[config.mk]
export PLATFORM = sky130hd
export DESIGN_NAME = gpio_mux_ctrl
export DESIGN_NICKNAME = d
export VERILOG_FILES = /design/src/rtl/gpio_mux_pkg.sv /design/src/rtl/gpio_mux_fsel.sv /design/src/rtl/gpio_mux_sync.sv /design/src/rtl/gpio_mux_pull.sv /design/src/rtl/gpio_mux_pin.sv /design/src/rtl/gpio_mux_ctrl.sv
export SDC_FILE = /design/constraint.sdc
export NUM_CORES = 2
export LEC_CHECK = 0
export BUFFER_PORTS_ARGS = -buffer_cell sky130_fd_sc_hd__buf_2
export CAP_MARGIN = 25
export CORE_AREA = 2 2 513 515
export DETAILED_ROUTE_END_ITERATION = 8
export DIE_AREA = 0 0 515 517
export PLACE_DENSITY = 0.3
export SLEW_MARGIN = 30
export SYNTH_ARGS = -nofsm -noshare
export SYNTH_HDL_FRONTEND = slang
export SYNTH_SLANG_ARGS = --single-unit
[constraint.sdc]
create_clock -name clk -period 3.7 [get_ports clk]
set_input_delay 0.37 -clock clk [delete_from_list [all_inputs] [get_ports clk]]
set_output_delay 0.37 -clock clk [all_outputs]
set_load 0.02 [all_outputs]
[src/rtl/gpio_mux_pkg.sv]
package gpio_mux_pkg;
  localparam int BUS_W         = 32;
  localparam int FN_W          = 3;
  localparam int PINS_PER_SEL  = 10;
  localparam int PINS_PER_BANK = 32;
  localparam int N_ALT         = 6;
  localparam int PULL_W        = 2;

  // word offsets (byte offset / 4)
  localparam int W_SEL  = 0;
  localparam int W_SET  = 7;
  localparam int W_CLR  = 10;
  localparam int W_LEV  = 13;
  localparam int W_PCTL = 37;
  localparam int W_PCLK = 38;

  typedef enum logic [FN_W-1:0] {
    FN_INPUT  = 3'b000,
    FN_OUTPUT = 3'b001,
    FN_ALT5   = 3'b010,
    FN_ALT4   = 3'b011,
    FN_ALT0   = 3'b100,
    FN_ALT1   = 3'b101,
    FN_ALT2   = 3'b110,
    FN_ALT3   = 3'b111
  } fn_e;

  function automatic logic fn_is_alt(input logic [FN_W-1:0] code);
    return code[2] | code[1];
  endfunction

  function automatic logic [2:0] fn_alt_index(input logic [FN_W-1:0] code);
    case (code)
      FN_ALT0: return 3'd0;
      FN_ALT1: return 3'd1;
      FN_ALT2: return 3'd2;
      FN_ALT3: return 3'd3;
      FN_ALT4: return 3'd4;
      FN_ALT5: return 3'd5;
      default: return 3'd0;
    endcase
  endfunction
endpackage

[src/rtl/gpio_mux_fsel.sv]
module gpio_mux_fsel
  import gpio_mux_pkg::*;
#(
  parameter int NUM_PINS = 54,
  parameter int WORD_W   = 6,
  localparam int N_SEL   = (NUM_PINS + PINS_PER_SEL - 1) / PINS_PER_SEL
) (
  input  logic                     clk,
  input  logic                     rst_n,
  input  logic                     wr_en,
  input  logic [WORD_W-1:0]        word,
  input  logic [BUS_W-1:0]         wdata,
  output logic [FN_W*NUM_PINS-1:0] fsel_flat,
  output logic                     sel_hit,
  output logic [BUS_W-1:0]         rd_word
);
  logic [FN_W-1:0] fsel_q [NUM_PINS];
  logic            top_bits_unused;

  assign top_bits_unused = ^wdata[BUS_W-1:FN_W*PINS_PER_SEL];
  assign sel_hit = (int'(word) - W_SEL) < N_SEL;

  for (genvar p = 0; p < NUM_PINS; p++) begin : g_pin
    localparam int REG_IX = p / PINS_PER_SEL;
    localparam int LSB    = FN_W * (p % PINS_PER_SEL);

    always_ff @(posedge clk) begin
      if (!rst_n)
        fsel_q[p] <= FN_INPUT;
      else if (wr_en && int'(word) == W_SEL + REG_IX)
        fsel_q[p] <= wdata[LSB +: FN_W];
    end

    assign fsel_flat[FN_W*p +: FN_W] = fsel_q[p];
  end

  always_comb begin
    rd_word = '0;
    for (int p = 0; p < NUM_PINS; p++) begin
      if (int'(word) == W_SEL + p / PINS_PER_SEL)
        rd_word[FN_W*(p % PINS_PER_SEL) +: FN_W] = fsel_q[p];
    end
  end
endmodule

[src/rtl/gpio_mux_sync.sv]
module gpio_mux_sync #(
  parameter int WIDTH  = 54,
  parameter int STAGES = 2
) (
  input  logic             clk,
  input  logic             rst_n,
  input  logic [WIDTH-1:0] d,
  output logic [WIDTH-1:0] q
);
  logic [WIDTH-1:0] stg [STAGES];

  always_ff @(posedge clk) begin
    if (!rst_n) begin
      for (int i = 0; i < STAGES; i++) stg[i] <= '0;
    end else begin
      stg[0] <= d;
      for (int i = 1; i < STAGES; i++) stg[i] <= stg[i-1];
    end
  end

  assign q = stg[STAGES-1];
endmodule

[src/rtl/gpio_mux_pull.sv]
module gpio_mux_pull
  import gpio_mux_pkg::*;
#(
  parameter int NUM_PINS = 54,
  parameter int WORD_W   = 6
) (
  input  logic                       clk,
  input  logic                       rst_n,
  input  logic                       wr_en,
  input  logic [WORD_W-1:0]          word,
  input  logic [BUS_W-1:0]           wdata,
  output logic [PULL_W-1:0]          ctl_q,
  output logic [NUM_PINS-1:0]        strobe_q,
  output logic [PULL_W*NUM_PINS-1:0] state_flat
);
  always_ff @(posedge clk) begin
    if (!rst_n)
      ctl_q <= '0;
    else if (wr_en && int'(word) == W_PCTL)
      ctl_q <= wdata[PULL_W-1:0];
  end

  for (genvar p = 0; p < NUM_PINS; p++) begin : g_pin
    localparam int BANK = p / PINS_PER_BANK;
    localparam int BIT  = p % PINS_PER_BANK;
    logic [PULL_W-1:0] st_q;

    always_ff @(posedge clk) begin
      if (!rst_n)
        strobe_q[p] <= 1'b0;
      else if (wr_en && int'(word) == W_PCLK + BANK)
        strobe_q[p] <= wdata[BIT];
    end

    always_ff @(posedge clk) begin
      if (!rst_n)
        st_q <= '0;
      else if (strobe_q[p])
        st_q <= ctl_q;
    end

    assign state_flat[PULL_W*p +: PULL_W] = st_q;
  end
endmodule

[src/rtl/gpio_mux_pin.sv]
module gpio_mux_pin
  import gpio_mux_pkg::*;
(
  input  logic [FN_W-1:0]  fn,
  input  logic             latch,
  input  logic             level,
  input  logic [N_ALT-1:0] alt_oe,
  input  logic [N_ALT-1:0] alt_out,
  output logic             oe,
  output logic             out,
  output logic [N_ALT-1:0] alt_in
);
  logic [2:0] k;

  always_comb begin
    k      = fn_alt_index(fn);
    oe     = 1'b0;
    out    = 1'b0;
    alt_in = '0;
    if (fn == FN_OUTPUT) begin
      oe  = 1'b1;
      out = latch;
    end else if (fn_is_alt(fn)) begin
      oe        = alt_oe[k];
      out       = alt_out[k];
      alt_in[k] = level;
    end
  end
endmodule

[src/rtl/gpio_mux_ctrl.sv]
module gpio_mux_ctrl
  import gpio_mux_pkg::*;
#(
  parameter int NUM_PINS = 54,
  parameter int ADDR_W   = 8
) (
  input  logic                      clk,
  input  logic                      rst_n,
  input  logic [ADDR_W-1:0]         bus_addr,
  input  logic [31:0]               bus_wdata,
  input  logic                      bus_wr_en,
  input  logic                      bus_rd_en,
  output logic [31:0]               bus_rdata,
  input  logic [NUM_PINS-1:0]       pad_in,
  output logic [NUM_PINS-1:0]       pad_oe,
  output logic [NUM_PINS-1:0]       pad_out,
  output logic [2*NUM_PINS-1:0]     pull_state,
  input  logic [6*NUM_PINS-1:0]     alt_oe,
  input  logic [6*NUM_PINS-1:0]     alt_out,
  output logic [6*NUM_PINS-1:0]     alt_in
);
  localparam int WORD_W  = ADDR_W - 2;
  localparam int N_BANKS = (NUM_PINS + PINS_PER_BANK - 1) / PINS_PER_BANK;
  localparam int PAD_W   = N_BANKS * PINS_PER_BANK;

  logic [WORD_W-1:0]          word;
  logic                       addr_lsb_unused;
  logic [FN_W*NUM_PINS-1:0]   fsel_flat;
  logic                       sel_hit;
  logic [BUS_W-1:0]           sel_rd_word;
  logic [NUM_PINS-1:0]        level;
  logic [PAD_W-1:0]           level_pad;
  logic [NUM_PINS-1:0]        lat_q;
  logic [PULL_W-1:0]          pull_ctl;
  logic [NUM_PINS-1:0]        pull_strobe;
  logic [BUS_W-1:0]           rd_mux;

  assign word            = bus_addr[ADDR_W-1:2];
  assign addr_lsb_unused = ^bus_addr[1:0];

  gpio_mux_fsel #(.NUM_PINS(NUM_PINS), .WORD_W(WORD_W)) u_fsel (
    .clk(clk), .rst_n(rst_n), .wr_en(bus_wr_en), .word(word), .wdata(bus_wdata),
    .fsel_flat(fsel_flat), .sel_hit(sel_hit), .rd_word(sel_rd_word)
  );

  gpio_mux_sync #(.WIDTH(NUM_PINS), .STAGES(2)) u_sync (
    .clk(clk), .rst_n(rst_n), .d(pad_in), .q(level)
  );

  gpio_mux_pull #(.NUM_PINS(NUM_PINS), .WORD_W(WORD_W)) u_pull (
    .clk(clk), .rst_n(rst_n), .wr_en(bus_wr_en), .word(word), .wdata(bus_wdata),
    .ctl_q(pull_ctl), .strobe_q(pull_strobe), .state_flat(pull_state)
  );

  assign level_pad = PAD_W'(level);

  // output latches and per-pin routing
  for (genvar p = 0; p < NUM_PINS; p++) begin : g_pin
    localparam int BANK = p / PINS_PER_BANK;
    localparam int BIT  = p % PINS_PER_BANK;
    logic [N_ALT-1:0] a_oe, a_out, a_in;

    always_ff @(posedge clk) begin
      if (!rst_n)
        lat_q[p] <= 1'b0;
      else if (bus_wr_en && bus_wdata[BIT] && int'(word) == W_SET + BANK)
        lat_q[p] <= 1'b1;
      else if (bus_wr_en && bus_wdata[BIT] && int'(word) == W_CLR + BANK)
        lat_q[p] <= 1'b0;
    end

    for (genvar k = 0; k < N_ALT; k++) begin : g_alt
      assign a_oe[k]                 = alt_oe[k*NUM_PINS + p];
      assign a_out[k]                = alt_out[k*NUM_PINS + p];
      assign alt_in[k*NUM_PINS + p]  = a_in[k];
    end

    gpio_mux_pin u_pin (
      .fn(fsel_flat[FN_W*p +: FN_W]), .latch(lat_q[p]), .level(level[p]),
      .alt_oe(a_oe), .alt_out(a_out),
      .oe(pad_oe[p]), .out(pad_out[p]), .alt_in(a_in)
    );
  end

  // read path
  always_comb begin
    rd_mux = '0;
    if (sel_hit)
      rd_mux = sel_rd_word;
    for (int b = 0; b < N_BANKS; b++) begin
      if (int'(word) == W_LEV + b)
        rd_mux = level_pad[PINS_PER_BANK*b +: PINS_PER_BANK];
    end
    if (int'(word) == W_PCTL)
      rd_mux = {{(BUS_W-PULL_W){1'b0}}, pull_ctl};
  end

  always_ff @(posedge clk) begin
    if (!rst_n)
      bus_rdata <= '0;
    else
      bus_rdata <= bus_rd_en ? rd_mux : '0;
  end
endmodule

==> impl_metrics.toml <==
[clocking]
cts_buffer_depth = 3
insertion_delay_ns = 0.70
post_cts.repair.setup_buffers = 0
clk_pin_slew_ns = 0.06
cts.sinks = 520
ctsHoldBuffers = 61
cts_root_buf = "clkbuf_16"
cts_buffers = 75
cts_resized = 0
h-tree-depth = 3
cts_tree = "yes"

[yosys]
yosys.cell_count.top_type = "dfxtp_1"
ys_seq_area_frac = 0.407
synth_area_leaders = "dfxtp_1 (24%), edfxtp_1 (16%), mux2i_1 (8.2%)"
ys_warn_count = 0
synthCells = 3275
syn-cell-area_mm2 = 0.0296
synth_top_area_share = 0.242
ys_types = 58
syn_area_per_cell_um2 = 9.03
synth_edf_count = 162
async_flop_share = 0
syn_nets = 4021
yosysTopAreaCell = "dfxtp_1"
synthFlopType = "dfxtp_1"
ys_ff_latch = 520
synth_common_cells = "dfxtp_1 (358), nand2_1 (319), nor2_1 (283), clkbuf_1 (258), mux2i_1 (242)"

[sta]
grt_setup_unrepaired = "false"
hold_ws_ns = 0.0941
finalSetupTns_ns = 0
slew-limit-headroom = 0.342
hold_violations = 0
finalWorstSetupSlack_ns = 0.474
fin_crit_sh = 0.872
slew_violations = 0
setup_viol = 0
fin_skew_ns = 0.0221
finalCriticalPeriod_ns = 3.23
worst_pin_slew_ns = 0.985
fmax_mhz = 310

[drt]
drt_pass1_iterations = 6
ant_nets = 0
drt_iter0_drc = 2114
drc = 0
via_count = 30300
wl_per_cell_um = 30.7
routed_wl_um = 243000
drt-vias-per-instance = 3.83

[global_routing]
use_met1 = 0.219
overflow = 0
grt_pass1_wl_um = 305000
antenna_found_initial = 129
grt_start_max_net_pins = 177
busiest_layer = "met2"
grt.met2_usage = 0.286
gr-usage-met3 = 0.0569
gr-usage-all-layers = 0.174
grt_pass1_vias = 29900

[min_path]
holdCritPathClass = "in -> reg"

[floorplan]
start_util = 0.113
die_y_um = 517
ios = 1318
die_w_um = 515
die_area_mm2 = 0.266
core-area_mm2 = 0.261
rows = 188

[cells_and_area]
syn_to_final_growth_pct = 43.2
nets = 5124
fill_cells = 29800
drive_gt1_frac = 0.367

[placed_design]
dp_hpwl_um = 199000
port_buffers = 1315
gp_congestion = 0.891
dp_slack_ns = 0.912

[critical_path]
critPathLaunchType = "flip-flop"
crit_type = "reg -> out"
cp_max_fo = 10
arrival_ns = 2.86
worstPathRequired_ns = 3.33
worstSetupEndpointType = "output port"

[run]
cap_violations = 0

[run_status]
outcome = "finished, final reports clean"

[pwr]
ir_worst_vdd_mv = 0.314
power.leakage_nw = 17.3
power.density_mw_per_mm2 = 393
==> cell usage in the layout, fill, tap and decap left out, types with 9 or more instances in the layout <==
master	count
nand2b_1	82
or3_1	20
and2_1	240
o2bb2ai_1	16
edfxtp_1	162
clkinv_2	13
a41oi_1	20
a21oi_1	129
dlygate4sd3_1	61
buf_4	58
clkbuf_1	16
a21boi_0	85
buf_2	1311
diode_2	50
a222oi_1	20
nand3_1	91
mux4_2	83
mux2i_1	242
a21boi_1	9
clkbuf_16	76
a21o_1	45
nand2_1	317
nor3_1	114
o31ai_1	9
a211oi_1	53
o21ai_0	85
dfxtp_1	356
nor2b_1	135
a31oi_1	21
clkinvlp_4	11
inv_1	55
mux2_2	18
nor3b_1	50
o22ai_1	23
nor2_1	277
a22oi_1	18
==> worst paths after layout <==
| path | from | end | slack (ns) | cells past startpoint |
|---|---|---|---|---|
| setup / recovery | u_fsel.fsel_q[0][61] | pad_oe[20] | 0.47 | 4 |
| hold / removal | bus_wdata[24] | lat_q[24] | 0.09 | 3 |
| setup reg to reg | u_fsel.fsel_q[0][60] | bus_rdata[0] | 1.14 | 4 |
| hold reg to reg | u_sync.stg[0][1] | u_sync.stg[0][55] | 0.43 | 1 |
==> per-layer routing <==
metal | vias up | wire length, µm
li1 | 13700 | -
met1 | 14900 | 104000
met2 | 1388 | 113000
met3 | 262 | 20700
met4 | 48 | 5160
met5 | - | 280
==> layout make-up <==
class / instances / area, µm² / area share
inverters: 55 / 206 / 0.00488
flip-flops and latches: 520 / 12000 / 0.284
diodes: 50 / 125 / 0.00296
clock inverters: 42 / 455 / 0.0108
clock buffers: 97 / 2030 / 0.0480
repair buffers: 1436 / 7710 / 0.182
multi-input cells: 2290 / 15500 / 0.366
well taps: 3420 / 4280 / 0.101
==> logic make-up (layout without fill, tap and decap cells) <==
group / after synthesis / after routing / share of synthesized area
compound gates: 563 / 563 / 0.127
other cells: 0 / 50 / 0
buf+inv: 465 / 1630 / 0.0751
mux: 343 / 343 / 0.152
flops: 520 / 520 / 0.407
simple gates: 1384 / 1384 / 0.239
==> state kept, by name (all words and copies together), names as in the netlist <==
signal,flops
u_pull.strobe_q,54
lat_q,54
u_pull.g_pin.st_q,108
u_sync.stg,108
u_fsel.fsel_q,162
bus_rdata,32
u_pull.ctl_q,2
==> where the power goes <==
part	switching, W	leakage, nW	internal (W)	total, W
Clock	0.00326	1.19	0.00429	0.00755
Combinational	0.00148	11.7	0.000991	0.00247
Sequential	0.000563	4.45	0.00604	0.00661
==> through the flow <==
step / total power (W) / std cells / instance area (µm²) / util
after floorplan: 0.00774 / 3275 / 29600 / -
after global placement: 0.00922 / 7660 / 39100 / 0.150
after detailed placement: 0.00922 / 7660 / 39100 / 0.150
after CTS: 0.0171 / 7860 / 42200 / 0.162
after global routing: 0.0174 / 7877 / 42200 / 0.162
final: 0.0166 / 7910 / 42300 / 0.162
==> worst max-delay path, stage by stage, from the launching register on <==
cell and delay (ns):
edfxtp_1 0.89, mux2_2 0.30, a21oi_1 0.06, o21ai_0 0.50
buf_2 0.38
Note: power is estimated with default switching activity, not from simulation.
